**src/rtl/luma_pkg.sv**
```systemverilog
package luma_pkg;
  localparam int unsigned BYTE_W = 8;
  localparam int unsigned CODE_W = 4;
  localparam int unsigned LANES  = 2;

  typedef enum logic [1:0] {
    MODE_1B     = 2'd0,
    MODE_2B     = 2'd1,
    MODE_4B     = 2'd2,
    MODE_4B_ALT = 2'd3
  } pix_mode_e;

  // ph: 3-bit slot phase within the bus cycle
  function automatic logic [CODE_W-1:0] pick_code(input logic [BYTE_W-1:0] b,
                                                  input logic [2:0] ph,
                                                  input pix_mode_e m);
    logic [CODE_W-1:0] c;
    logic [2:0] bi;
    c  = '0;
    bi = '0;
    unique case (m)
      MODE_1B: begin
        bi = 3'd7 - ph;
        c  = {3'b000, b[bi]};
      end
      MODE_2B: begin
        bi = 3'd6 - {ph[2:1], 1'b0};
        c  = {2'b00, b[bi+:2]};
      end
      default: c = ph[2] ? b[3:0] : b[7:4];
    endcase
    return c;
  endfunction
endpackage

```
**src/rtl/lpm_phi2_sync.sv**
```systemverilog
module lpm_phi2_sync #(
  parameter int unsigned SYNC_STAGES = 2
) (
  input  logic clk_i,
  input  logic rst_ni,
  input  logic phi2_i,
  output logic rise_o,
  output logic fall_o
);
  localparam int unsigned SW = SYNC_STAGES + 1;

  logic [SW-1:0] sync_q;

  always_ff @(posedge clk_i or negedge rst_ni) begin
    if (!rst_ni) sync_q <= '0;
    else         sync_q <= {sync_q[SW-2:0], phi2_i};
  end

  // last stage is the edge-detect history flop
  assign rise_o = sync_q[SW-2] & ~sync_q[SW-1];
  assign fall_o = sync_q[SW-1] & ~sync_q[SW-2];
endmodule

```
**src/rtl/lpm_phase_gen.sv**
```systemverilog
module lpm_phase_gen #(
  parameter int unsigned TICKS = 16,
  localparam int unsigned CNT_W = $clog2(TICKS)
) (
  input  logic             clk_i,
  input  logic             rst_ni,
  input  logic             fall_i,
  output logic [CNT_W-1:0] tick_o,
  output logic             run_o
);
  logic [CNT_W-1:0] tick_q;
  logic             run_q;

  always_ff @(posedge clk_i or negedge rst_ni) begin
    if (!rst_ni) begin
      tick_q <= '0;
      run_q  <= 1'b0;
    end else if (fall_i) begin
      tick_q <= '0;
      run_q  <= 1'b1;
    end else if (run_q) begin
      tick_q <= tick_q + 1'b1;  // free-runs if Phi2 stalls
    end
  end

  assign tick_o = tick_q;
  assign run_o  = run_q;
endmodule

```
**src/rtl/lpm_byte_capture.sv**
```systemverilog
module lpm_byte_capture
  import luma_pkg::*;
#(
  parameter int unsigned TICKS = 16,
  localparam int unsigned QTR   = TICKS / 4,
  localparam int unsigned AGE_W = $clog2(QTR) + 1
) (
  input  logic              clk_i,
  input  logic              rst_ni,
  input  logic              rise_i,
  input  logic              fall_i,
  input  logic [BYTE_W-1:0] sram_a_i,
  input  logic [BYTE_W-1:0] sram_b_i,
  output logic [BYTE_W-1:0] disp_a_o,
  output logic [BYTE_W-1:0] disp_b_o
);
  localparam logic [AGE_W-1:0] AGE_LAST = AGE_W'(QTR - 1);

  logic [BYTE_W-1:0] cap_a_q, cap_b_q, disp_a_q, disp_b_q;
  logic [AGE_W-1:0]  age_q;
  logic              b_pend_q;

  always_ff @(posedge clk_i or negedge rst_ni) begin
    if (!rst_ni) begin
      cap_a_q  <= '0;
      cap_b_q  <= '0;
      age_q    <= '0;
      b_pend_q <= 1'b0;
    end else if (rise_i) begin
      cap_a_q  <= sram_a_i;
      age_q    <= '0;
      b_pend_q <= 1'b1;
    end else if (b_pend_q) begin
      if (age_q == AGE_LAST) begin
        cap_b_q  <= sram_b_i;
        b_pend_q <= 1'b0;
      end else begin
        age_q <= age_q + 1'b1;
      end
    end
  end

  // holding stage: previous cycle's bytes stay on show while new ones arrive
  always_ff @(posedge clk_i or negedge rst_ni) begin
    if (!rst_ni) begin
      disp_a_q <= '0;
      disp_b_q <= '0;
    end else if (fall_i) begin
      disp_a_q <= cap_a_q;
      disp_b_q <= cap_b_q;
    end
  end

  assign disp_a_o = disp_a_q;
  assign disp_b_o = disp_b_q;

  p_disp_only_at_boundary_r8: assert property (@(posedge clk_i) disable iff (!rst_ni)
    !fall_i |=> ($stable(disp_a_q) && $stable(disp_b_q)));
endmodule

```
**src/rtl/lpm_slot_mux.sv**
```systemverilog
module lpm_slot_mux
  import luma_pkg::*;
#(
  parameter int unsigned TICKS = 16,
  localparam int unsigned CNT_W = $clog2(TICKS),
  localparam int unsigned SUB   = TICKS / 8
) (
  input  logic                     clk_i,
  input  logic                     rst_ni,
  input  logic [CNT_W-1:0]         tick_i,
  input  logic                     run_i,
  input  logic                     enable_i,
  input  logic [1:0]               mode_i,
  input  logic [BYTE_W-1:0]        disp_a_i,
  input  logic [BYTE_W-1:0]        disp_b_i,
  output logic [LANES*CODE_W-1:0]  pixel_o,
  output logic                     strobe_o
);
  localparam logic [CNT_W-1:0] MASK_1B = CNT_W'(SUB - 1);
  localparam logic [CNT_W-1:0] MASK_2B = CNT_W'(2 * SUB - 1);
  localparam logic [CNT_W-1:0] MASK_4B = CNT_W'(4 * SUB - 1);

  pix_mode_e               mode;
  logic [2:0]              phase;
  logic [CNT_W-1:0]        slot_mask;
  logic [BYTE_W-1:0]       disp [LANES];
  logic [LANES*CODE_W-1:0] pixel_d, pixel_q;
  logic                    slot_start, strobe_q;

  assign mode    = pix_mode_e'(mode_i);
  assign phase   = tick_i[CNT_W-1 -: 3];
  assign disp[0] = disp_a_i;
  assign disp[1] = disp_b_i;

  always_comb begin
    unique case (mode)
      MODE_1B: slot_mask = MASK_1B;
      MODE_2B: slot_mask = MASK_2B;
      default: slot_mask = MASK_4B;
    endcase
  end

  assign slot_start = (tick_i & slot_mask) == '0;

  for (genvar g = 0; g < LANES; g++) begin : g_lane
    assign pixel_d[g*CODE_W +: CODE_W] = pick_code(disp[g], phase, mode);
  end

  always_ff @(posedge clk_i or negedge rst_ni) begin
    if (!rst_ni) begin
      pixel_q  <= '0;
      strobe_q <= 1'b0;
    end else begin
      pixel_q  <= (enable_i && run_i) ? pixel_d : '0;
      strobe_q <= enable_i && run_i && slot_start;
    end
  end

  assign pixel_o  = pixel_q;
  assign strobe_o = strobe_q;
endmodule

```
**src/rtl/luma_pixel_mux.sv**
```systemverilog
module luma_pixel_mux
  import luma_pkg::*;
#(
  parameter int unsigned TICKS_PER_CYCLE = 16,
  parameter int unsigned SYNC_STAGES     = 2,
  localparam int unsigned CNT_W = $clog2(TICKS_PER_CYCLE)
) (
  input  logic       clk_i,
  input  logic       rst_ni,
  input  logic       phi2_i,
  input  logic [7:0] sram_a_i,
  input  logic [7:0] sram_b_i,
  input  logic [1:0] mode_i,
  input  logic       enable_i,
  output logic [7:0] pixel_o,
  output logic       strobe_o
);
  logic             rise, fall, run;
  logic [CNT_W-1:0] tick;
  logic [7:0]       disp_a, disp_b;

  lpm_phi2_sync #(.SYNC_STAGES(SYNC_STAGES)) u_sync (
    .clk_i(clk_i), .rst_ni(rst_ni), .phi2_i(phi2_i),
    .rise_o(rise), .fall_o(fall)
  );

  lpm_phase_gen #(.TICKS(TICKS_PER_CYCLE)) u_phase (
    .clk_i(clk_i), .rst_ni(rst_ni), .fall_i(fall),
    .tick_o(tick), .run_o(run)
  );

  lpm_byte_capture #(.TICKS(TICKS_PER_CYCLE)) u_cap (
    .clk_i(clk_i), .rst_ni(rst_ni), .rise_i(rise), .fall_i(fall),
    .sram_a_i(sram_a_i), .sram_b_i(sram_b_i),
    .disp_a_o(disp_a), .disp_b_o(disp_b)
  );

  lpm_slot_mux #(.TICKS(TICKS_PER_CYCLE)) u_mux (
    .clk_i(clk_i), .rst_ni(rst_ni), .tick_i(tick), .run_i(run),
    .enable_i(enable_i), .mode_i(mode_i),
    .disp_a_i(disp_a), .disp_b_i(disp_b),
    .pixel_o(pixel_o), .strobe_o(strobe_o)
  );

  p_idle_until_sync_r11: assert property (@(posedge clk_i) disable iff (!rst_ni)
    !run |=> (!strobe_o && pixel_o == 8'h00));

  p_disable_quiet_r9: assert property (@(posedge clk_i) disable iff (!rst_ni)
    !enable_i |=> (!strobe_o && pixel_o == 8'h00));

  p_cycle_start_strobe_r2: assert property (@(posedge clk_i) disable iff (!rst_ni)
    fall |=> ##1 (strobe_o || !$past(enable_i)));

  p_one_bit_lanes_r3: assert property (@(posedge clk_i) disable iff (!rst_ni)
    (mode_i == 2'd0) |=> (pixel_o[3:1] == 3'b000 && pixel_o[7:5] == 3'b000));
endmodule

```
**config.mk**
```make
export PLATFORM = sky130hd
export DESIGN_NAME = luma_pixel_mux
export DESIGN_NICKNAME = d
export VERILOG_FILES = /design/src/rtl/luma_pkg.sv /design/src/rtl/lpm_phi2_sync.sv /design/src/rtl/lpm_phase_gen.sv /design/src/rtl/lpm_byte_capture.sv /design/src/rtl/lpm_slot_mux.sv /design/src/rtl/luma_pixel_mux.sv
export SDC_FILE = /design/constraint.sdc
export NUM_CORES = 1
export LEC_CHECK = 0
export BUFFER_PORTS_ARGS = -buffer_cell sky130_fd_sc_hd__buf_4
export CORE_AREA = 4 4 81 83
export CTS_CLUSTER_SIZE = 30
export DETAILED_ROUTE_END_ITERATION = 10
export DIE_AREA = 0 0 85 87
export GPL_ROUTABILITY_DRIVEN = 0
export PLACE_DENSITY = 0.55
export SETUP_SLACK_MARGIN = 0.1
export SLEW_MARGIN = 15
export SYNTH_ARGS = -nofsm -noshare
export SYNTH_HDL_FRONTEND = slang
export SYNTH_SLANG_ARGS = --single-unit
```
**constraint.sdc**
```tcl
create_clock -name clk_i -period 1.74 [get_ports clk_i]
set_clock_uncertainty 0.15 [all_clocks]
set_input_delay 0.087 -clock clk_i [delete_from_list [all_inputs] [get_ports clk_i]]
set_output_delay 0.087 -clock clk_i [all_outputs]
set_load 0.01 [all_outputs]
```
Yosys cells after proc, flatten, opt, wreduce, memory -nomap -nowiden. Index checks and enable logic that the tools add are counted.

Word-level logic and storage cells: 53. Bits of input ports: 22. Output and inout port bits: 9. Flip-flop bits (word level): 53.

Shift operators: 2. Equality and inequality tests: 3. Add/subtract/negate cells: 4. Multiplexer cells: 18. Bitwise logic cells: 6. Order comparisons: 1. Reduce and logical (&&, ||, !) cells: 8.

Operators by type and width (count): 2-to-1 mux 4 bit (4); case mux 4 bit (2 select lines) (2); variable part select 8 x 4 -> 2 bit (2); 2-to-1 mux 3 bit (3); 2-to-1 mux 8 bit (1); binary-select mux 1 bit (select 3 bit) (2); case mux 3 bit (2 select lines) (1); subtractor 3 bit (first input constant) (2); 2-to-1 mux 1 bit (5); adder 4 x 1 -> 4 bit (second input constant) (1); bitwise AND 4 x 3 -> 4 bit (1); zero test 4 bit (1); < comparator 3 x 4 -> 1 bit (second input constant) (1); nonzero test 2 bit (2); adder 3 x 1 -> 3 bit (second input constant) (1); equality test 3 x 2 -> 1 bit (second input constant) (1); inverter 1 bit (3); AND reduction 3 bit (1); bitwise AND 1 bit (2); equality test 2 x 1 -> 1 bit (second input constant) (1); logical AND 1 bit (2); zero test 2 bit (1); inequality test 2 bit (second input constant) (1); AND reduction 2 bit (1).

Longest topological paths before layout. Gate-level depths: netlist of run 1.

Word-level depth: 5. Depth in mapped cells: 6. Mapped depth without buffers: 5.

By module. Synthesis of run 1 repeated with hierarchy kept, for this count alone.

Cell total of the unflattened synthesis: 168. Area, all modules: 2327.2 um2.

By module, submodules not included: lpm_byte_capture (area an instance 1385.1 um2, instances 1, cells each 83, seq. area each 900.9 um2); lpm_slot_mux (area an instance 628.1 um2, instances 1, cells each 62, seq. area each 225.2 um2); lpm_phase_gen (area an instance 224.0 um2, instances 1, cells each 18, seq. area each 125.1 um2); lpm_phi2_sync (area an instance 90.1 um2, instances 1, cells each 5, seq. area each 75.1 um2).

Worst setup path before layout of run 1. No wires, ideal clock.

Path kind: register -> register. Start: register u_cap.age_q[0]. End: register u_cap.cap_b_q[0]. Setup slack: 167 ps. Data arrival time: 1298 ps. Setup time: 125 ps. Cell stages (with the launch flop): 6. Cells stage by stage: dfrtp_1 -> ha_1 -> ha_1 -> nand2_1 -> nor2_2 -> mux2_2.

Longest elaborated chain between the ends: 2.

Ends and longest elaborated chain: from (decl) (RTL line lpm_byte_capture.sv:20) `logic [AGE_W-1:0] age_q;`; from (signal assigned) (RTL line lpm_byte_capture.sv:38) `age_q <= age_q + 1'b1;`; equality test 3 x 2 -> 1 bit (RTL line lpm_byte_capture.sv:34) `if (age_q == AGE_LAST) begin`; AND reduction 3 bit (no line); to (signal assigned) (RTL line lpm_byte_capture.sv:35) `cap_b_q <= sram_b_i;`; to (decl) (RTL line lpm_byte_capture.sv:19) `logic [BYTE_W-1:0] cap_a_q, cap_b_q, disp_a_q, disp_b_q;`.

Every way passes these cells. A chain may end at the register's enable or synchronous reset.

Worst setup path in the final report of run 1.
Start: register u_cap.age_q[1]. End: register u_cap.cap_b_q[3].

Same word-level chain as after synthesis.

==> results of run 1 <==
[power breakdown]
part           switching, W  leakage (nW)  total, W  internal [W]
Combinational      0.000521         0.609   0.00134      0.000822
Sequential         0.000319         0.641   0.00194       0.00162
Clock              0.000367        0.0443  0.000684      0.000316
[repair_timing]
item / in CTS / in global routing
pin swaps: 0 / 1
setup endpoints to repair: 6 / 12
resized for setup: 3 / 5
hold buffers: 20 / 0
setup buffers: 1 / 3
hold endpoints to repair: 77 / 0
[logic make-up after synthesis]
| group | synth area share [%] |
|---|---|
| and+or+nand+nor | 7.06 |
| muxes | 24.5 |
| xor gates and xnor gates | 1.54 |
| AOI/OAI and AO/OA | 4.30 |
| adders and majority gates | 1.65 |
| buffers and inverters | 2.48 |
| DFF | 58.5 |
[registers in the layout, indices dropped and copies added, names as in the netlist]
signal	count
u_cap.cap_a_q	8
u_phase.tick_o	4
u_cap.age_q	3
u_mux.strobe_o	1
u_cap.cap_b_q	8
u_cap.disp_b_o	8
u_mux.pixel_o	8
u_cap.b_pend_q	1
u_sync.sync_q	3
u_phase.run_o	1
u_cap.disp_a_o	8
[tightest hold or removal path, delay by kind of cell]
| kind | cells | cell delay, ns |
|---|---|---|
| buffers and inverters | 1 | 0.17 |
| AND/OR/NAND/NOR | 3 | 0.19 |
[cells in the final DEF, fill, tap and decap left out, types with 3 or more instances in the layout]
cell type and instances:
nand2_1 5, buf_4 36, dfrtp_1 51, nor2b_1 3, nor2_1 16, a22oi_1 4
mux2_2 36, dlygate4sd3_1 20, or2_2 3, nor3_1 4, mux2i_1 9, clkbuf_8 6
[stage by stage]
step	util [%]	worst slack [ns]	hold slack, ns
global placement	44.1	0.0991	0.00484
CTS	49.2	0.117	0.0153
floorplan	-	0.167	-0.359
finish	50.0	0.144	0.0366
detailed placement	44.1	0.0235	0.0111
global route	50.0	0.0894	0.0400
[cells in the mapped netlist]
cell / count
a211oi_1: 1
a211oi_2: 2
a21oi_1: 1
a22o_1: 1
a22oi_1: 4
a31oi_1: 2
buf_1: 1
buf_2: 3
buf_4: 1
buf_6: 2
clkbuf_1: 1
dfrtp_1: 53
ha_1: 3
inv_1: 1
mux2_2: 36
mux2_4: 1
mux2i_1: 9
mux4_2: 2
nand2_1: 5
nand3_1: 1
nand4_1: 1
nor2_1: 16
nor2_2: 1
nor2b_1: 4
nor3_1: 4
o2bb2ai_1: 1
or2_2: 3
xnor2_1: 2
xor2_1: 2
[how the worst min path moves through the flow]
stage	startpoint	endpoint	slack [ns]
finish	mode_i[1]	u_mux.strobe_o$_DFF_PN0_	0.04
global placement	rst_ni	u_cap.cap_a_q[2]$_DFFE_PN0P_	0.005
detailed placement	rst_ni	u_cap.cap_a_q[6]$_DFFE_PN0P_	0.01
global route	mode_i[1]	u_mux.pixel_o[1]$_DFF_PN0_	0.04
floorplan	rst_ni	u_cap.age_q[0]$_DFFE_PN0P_	-0.36
CTS	mode_i[1]	u_mux.pixel_o[1]$_DFF_PN0_	0.02
[layout make-up]
cell class                      count  area (um2)
Fill cell                         510        2920
Sequential cell                    53        1330
Multi-Input combinational cell    102         913
Timing Repair Buffer               58         502
Tap cell                           75        93.8
Clock buffer                        7        86.3
Inverter                            1        3.75
[layer usage]
| metal | vias up | share of wire, % | track usage [%] |
|---|---|---|---|
| li1 | 688 | - | - |
| met1 | 727 | 46 | 14.4 |
| met2 | 31 | 48 | 21.4 |
| met3 | 6 | 4.5 | 3.22 |
| met4 | 0 | 1.3 | 3.88 |
| met5 | - | 0 | 0 |
==> run summary, run 1 <==
================================================================================
Via Count .........................................................         1452
Iteration-0 DRC Markers ...........................................           60
Cell Area, Placed .................................................     2580 um2
Share of the synthesized area in the top cell type ................        58.5%
Post-route cell area ..............................................     2930 um2
Crit Path Class ...................................................      reg2reg
Power density cells ...............................................  1350 nW/um2
Area of the die ...................................................     7400 um2
Minimum setup slack among reg-to-reg paths ........................      0.14 ns
DRC ...............................................................            0
Number of hold violations in the final report .....................            0
Slowest stage delay, CP ...........................................      0.40 ns
Wirelength, routed ................................................      4260 um
Post-Syn Area .....................................................     2270 um2
Share of the cycle needed by the critical path after routing ......        91.7%
CTS sink cnt ......................................................           53
Maximum clock path buffer count ...................................            2
Total leakage power ...............................................      1.29 nW
Non-Filler Instances ..............................................          296
Classification of the worst-slack hold path .......................       in2reg
Mean post-synth cell area .........................................     13.8 um2
Cell family contributing the most delay on the critical path ......   flip-flops
Synth cell types ..................................................           29
Placement row count ...............................................           28
Number of routed nets with antenna violations .....................            0
Diodes inserted ...................................................            0
Cell at the root of the clock tree ................................     clkbuf_8
Number of warnings printed during yosys synthesis .................            0
Unrepaired setup endpoints after global routing ...................          yes
Number of clock buffers inserted by TritonCTS .....................            5
Area grow syn2layout ..............................................        29.1%
Worst Setup Start Kind ............................................         flop
Drt wl/cell .......................................................      14.4 um
Peak ir drop on the vdd network ...................................   0.000718 V
Crit-path slowest cell ............................................      dfrtp_1
Yosys reg bits ....................................................           53
Die Y-Extent ......................................................        87 um
CTS H-Tree Depth ..................................................            2
Power Total .......................................................    0.00397 W
Cell seen most often among critical-path stages ...................         ha_4
Vias in the first global route ....................................         1546
Outcome ........................................................... finished clean
Placed cells ......................................................          265
Number of buffers inserted by port buffering ......................           30
Maximum number of pins on one net before global-route repair ......           54
First element of the critical path ................................ u_cap.age_q[1]$_DFFE_PN0P_
Count of cell instances traversed by the critical path ............            6
Peak clock frequency supported by timing ..........................    0.626 GHz
Proportion of synthesized chip area in sequential cells ...........        58.5%
Top area cells in the synthesized netlist ......................... dfrtp_1 58%, mux2_2 18%, mux2i_1 4.0%
Arrival time of data at the critical path endpoint ................      1.63 ns
Worst-path clk slew ...............................................      0.09 ns
Number of antenna violations at the first check in global routing .            0
Area of the core ..................................................     5850 um2
Avg Vias per Cell .................................................         4.91
Critical path data required time ..................................      1.77 ns
Count of cells along the worst register-to-register path ..........            6
Share of post-route cells with drive strength above 1 .............        42.5%
Cells traversed along the worst timing path ....................... ha_4 -> ha_4 -> nand2_1 -> nor2_2 -> buf_6 -> mux2_2
Combined buffer and inverter count along the critical path ........            1
Net count reported at finish ......................................          246
Sum of negative setup slack .......................................         0 ns
Top cell type by total area after synthesis .......................      dfrtp_1
Net count after synthesis .........................................          189
IO Count ..........................................................           31
Highest fanout seen on the critical path ..........................            8
Measured slew at the worst slew-check pin .........................     0.655 ns
Final number of max-transition violations .........................            0
TritonCTS clock tree ..............................................         done
Worst Setup End Kind ..............................................         flop
Critical register-to-register path endpoint ....................... u_cap.cap_b_q[3]$_DFFE_PN0P_
Reg-to-reg startpoint ............................................. u_cap.age_q[1]$_DFFE_PN0P_
Mapped Cells ......................................................          164
Floorplan die width ...............................................        85 um
Global-route wire length before repair ............................      7160 um
# setup viols final ...............................................            0
HPWL after detailed placement .....................................      2960 um
Maxcap violations .................................................            0
Worst setup path endpoint ......................................... u_cap.cap_b_q[3]$_DFFE_PN0P_
Post-layout min period ............................................      1.60 ns
Count of TritonRoute iterations in the first routing pass .........            4
Worst-case headroom to the max-slew limit .........................        56.3%
Hold Path Stages ..................................................            4
Starting density of the core ......................................        38.8%
Overflow after GRT ................................................            0
Clock network latency to the later pin of the worst-skew pair .....      0.29 ns
Overall Global Routing Usage ......................................        12.1%
================================================================================
Power figures use the tool's default switching activity.
==> inputs of run 2 (changes only) <==
--- a/config.mk
+++ b/config.mk
@@ -5,13 +5,13 @@
 export SDC_FILE = /design/constraint.sdc
 export NUM_CORES = 1
 export LEC_CHECK = 0
-export BUFFER_PORTS_ARGS = -buffer_cell sky130_fd_sc_hd__buf_4
+export BUFFER_PORTS_ARGS = -buffer_cell sky130_fd_sc_hd__buf_2
 export CORE_AREA = 4 4 81 83
 export CTS_CLUSTER_SIZE = 30
 export DETAILED_ROUTE_END_ITERATION = 10
 export DIE_AREA = 0 0 85 87
 export GPL_ROUTABILITY_DRIVEN = 0
-export PLACE_DENSITY = 0.55
+export PLACE_DENSITY = 0.57
 export SETUP_SLACK_MARGIN = 0.1
 export SLEW_MARGIN = 15
 export SYNTH_ARGS = -nofsm -noshare
==> constraint.sdc (replaced) <==
create_clock -name clk_i -period 1.3 [get_ports clk_i]
set_clock_uncertainty 0.15 [all_clocks]
set_input_delay 0.065 -clock clk_i [delete_from_list [all_inputs] [get_ports clk_i]]
set_output_delay 0.065 -clock clk_i [all_outputs]
set_load 0.01 [all_outputs]
==> run 2 against run 1 <==
Compared with the run above:
- the run now ends with negative setup slack left
- die area is the same
- register-to-register slack lost 0.41 ns
- worst hold slack gained 0.052 ns
- via count grew 8.5%
- fmax grew 1.9%
- utilization grew 9.1 points
- critical path type unchanged
==> run summary, run 2 (synthesized netlist as in run 1, its figures left out) <==
================================================================================
CTS H-Tree Depth ..................................................            2   unchanged
CTS sink cnt ......................................................           53   unchanged
Area of the core ..................................................     5850 um2   unchanged
Critical path data required time ..................................      1.34 ns   was 1.77 ns
Number of clock buffers inserted by TritonCTS .....................            5   unchanged
Leading cell type in the layout, fill and taps excluded ...........      dfrtp_1   unchanged
Post-route cell area ..............................................     3460 um2   was 2930 um2
Total leakage power ...............................................      1.64 nW   was 1.29 nW
Worst Setup Start Kind ............................................         flop   unchanged
HPWL after detailed placement .....................................      3160 um   was 2960 um
IO Count ..........................................................           31   unchanged
Most used cells in the layout excluding fill and tap cells ........ 52 x dfrtp_1, 36 x mux2_4, 30 x buf_2   was 51 x dfrtp_1, 36 x mux2_2, 36 x buf_4
GRT met3 Usage ....................................................        3.41%   was 3.22%
Starting density of the core ......................................        38.8%   unchanged
# setup viols final ...............................................           45   was 0
Post-layout min period ............................................      1.57 ns   was 1.60 ns
Area of the die ...................................................     7400 um2   unchanged
Area grow syn2layout ..............................................        52.6%   was 29.1%
Highest fanout seen on the critical path ..........................            4   was 8
Classification of the worst-slack hold path .......................       in2reg   unchanged
Number of antenna violations at the first check in global routing .            0   unchanged
Cell Area, Placed .................................................     2730 um2   was 2580 um2
Diodes inserted ...................................................            0   unchanged
Maximum number of pins on one net before global-route repair ......           54   unchanged
Final-layout worst hold slack .....................................    0.0890 ns   was 0.0366 ns
Clock network latency to the later pin of the worst-skew pair .....      0.30 ns   was 0.29 ns
Number of hold violations in the final report .....................            0   unchanged
Outcome ........................................................... finished, violations left   was finished clean
Floorplan die width ...............................................        85 um   unchanged
Met1 capacity usage during global routing .........................        18.9%   was 14.4%
Power density cells ...............................................  1910 nW/um2   was 1350 nW/um2
Number of buffers inserted by port buffering ......................           30   unchanged
Arrival time of data at the critical path endpoint ................      1.60 ns   was 1.63 ns
Worst Setup End Kind ..............................................         flop   unchanged
Busiest metal layer after global routing ..........................         met2   unchanged
Crit Path Class ...................................................      reg2reg   unchanged
DRC ...............................................................            0   unchanged
Drt wl/cell .......................................................      14.9 um   was 14.4 um
Cell at the root of the clock tree ................................     clkbuf_8   unchanged
Met2 routing resource usage after global routing ..................        25.3%   was 21.4%
Share of the cycle needed by the critical path after routing ......         120%   was 91.7%
Global-route wire length before repair ............................      8780 um   was 7160 um
Measured slew at the worst slew-check pin .........................     0.280 ns   was 0.655 ns
Net count reported at finish ......................................          282   was 246
Number of routed nets with antenna violations .....................            0   unchanged
Unrepaired setup endpoints after global routing ...................          yes   unchanged
Failing checks .................................................... negative setup slack
Worst-case headroom to the max-slew limit .........................        80.8%   was 56.3%
Peak ir drop on the vdd network ...................................   0.000874 V   was 0.000718 V
Minimum setup slack among reg-to-reg paths ........................     -0.27 ns   was 0.14 ns
Maxcap violations .................................................            0   unchanged
Placement row count ...............................................           28   unchanged
Share of post-route cells with drive strength above 1 .............        55.8%   was 42.5%
Final number of max-transition violations .........................            0   unchanged
Overflow after GRT ................................................            0   unchanged
Iteration-0 DRC Markers ...........................................           66   was 60
Peak clock frequency supported by timing ..........................    0.639 GHz   was 0.626 GHz
Count of TritonRoute iterations in the first routing pass .........            4   unchanged
Wirelength, routed ................................................      4950 um   was 4260 um
Overall Global Routing Usage ......................................        15.1%   was 12.1%
Maximum clock path buffer count ...................................            2   unchanged
Vias in the first global route ....................................         1825   was 1546
Least setup slack across all paths after layout ...................    -0.266 ns   was 0.144 ns
Worst-path clk slew ...............................................      0.09 ns   about the same
Die Y-Extent ......................................................        87 um   unchanged
Via Count .........................................................         1576   was 1452
TritonCTS clock tree ..............................................         done   unchanged
Avg Vias per Cell .................................................         4.73   was 4.91
================================================================================
## run 2: cell count changes in the layout (fill, tap and decap cells not counted), sizes merged
cell and delta:
buf +36, bufinv +1
## run 2: stage by stage
step	TNS, ns	utilization (%)	std cells	setup WS (ns)	total power (W)
global route	-8.53	59.2	333	-0.312	0.00704
floorplan	-2.82	-	164	-0.211	0.00383
global placement	-5.58	46.7	290	-0.321	0.00455
CTS	-6.37	58.0	332	-0.287	0.00651
detailed placement	-6.85	46.7	290	-0.363	0.00468
finish	-6.53	59.2	333	-0.266	0.00661
## run 2: where the power goes
part	switching [W]	internal, W
Combinational	0.00108	0.00189
Sequential	0.000330	0.00217
Clock	0.000509	0.000628
## run 2: worst max-delay path, stage by stage, from the launching register on
cell and delay, ns:
dfrtp_2 0.46, buf_12 0.14, mux2_4 0.30, a22o_1 0.20, a22oi_1 0.14, nor2_1 0.06
## run 2: worst paths after layout
| kind | cells after the start | end | startpoint |
|---|---|---|---|
| worst max-delay path | 5 | u_mux.pixel_o[5]$_DFF_PN0_ | u_phase.tick_o[3]$_DFFE_PN0P_ |
| worst min-delay path | 3 | u_mux.pixel_o[5]$_DFF_PN0_ | mode_i[1] |
| worst max register to register | 5 | u_mux.pixel_o[5]$_DFF_PN0_ | u_phase.tick_o[3]$_DFFE_PN0P_ |
| worst min register to register | 0 | u_sync.sync_q[1]$_DFF_PN0_ | u_sync.sync_q[0]$_DFF_PN0_ |
| max in group asynchronous | 3 | u_phase.tick_o[3]$_DFFE_PN0P_ | rst_ni |
| min in group asynchronous | 3 | u_cap.cap_a_q[7]$_DFFE_PN0P_ | rst_ni |
## run 2: area by class of cell
type / count / area [um2]
flip-flops and latches: 53 / 1330
repair buffers: 94 / 787
inverters: 1 / 3.75
clock inverters: 1 / 30.0
multi-input cells: 102 / 1130
clock buffers: 7 / 86.3
well taps: 75 / 93.8
fillers: 464 / 2390
## run 2: what timing repair did
action                                 in CTS  in global routing
gates resized for setup                    57                 13
hold buffers                               20                  0
setup endpoints to repair                  49                 48
buffers inserted                           13                  2
pin swaps                                  10                  7
endpoints found under the hold margin      78                  0
gates cloned                                1                  0
## run 2: metal layers
metal,up-vias,routed length [um],share of wire [%]
li1,756,-,-
met1,780,2200,44
met2,30,2470,50
met3,10,178,3.6
met4,0,98,2.0
met5,-,0,0
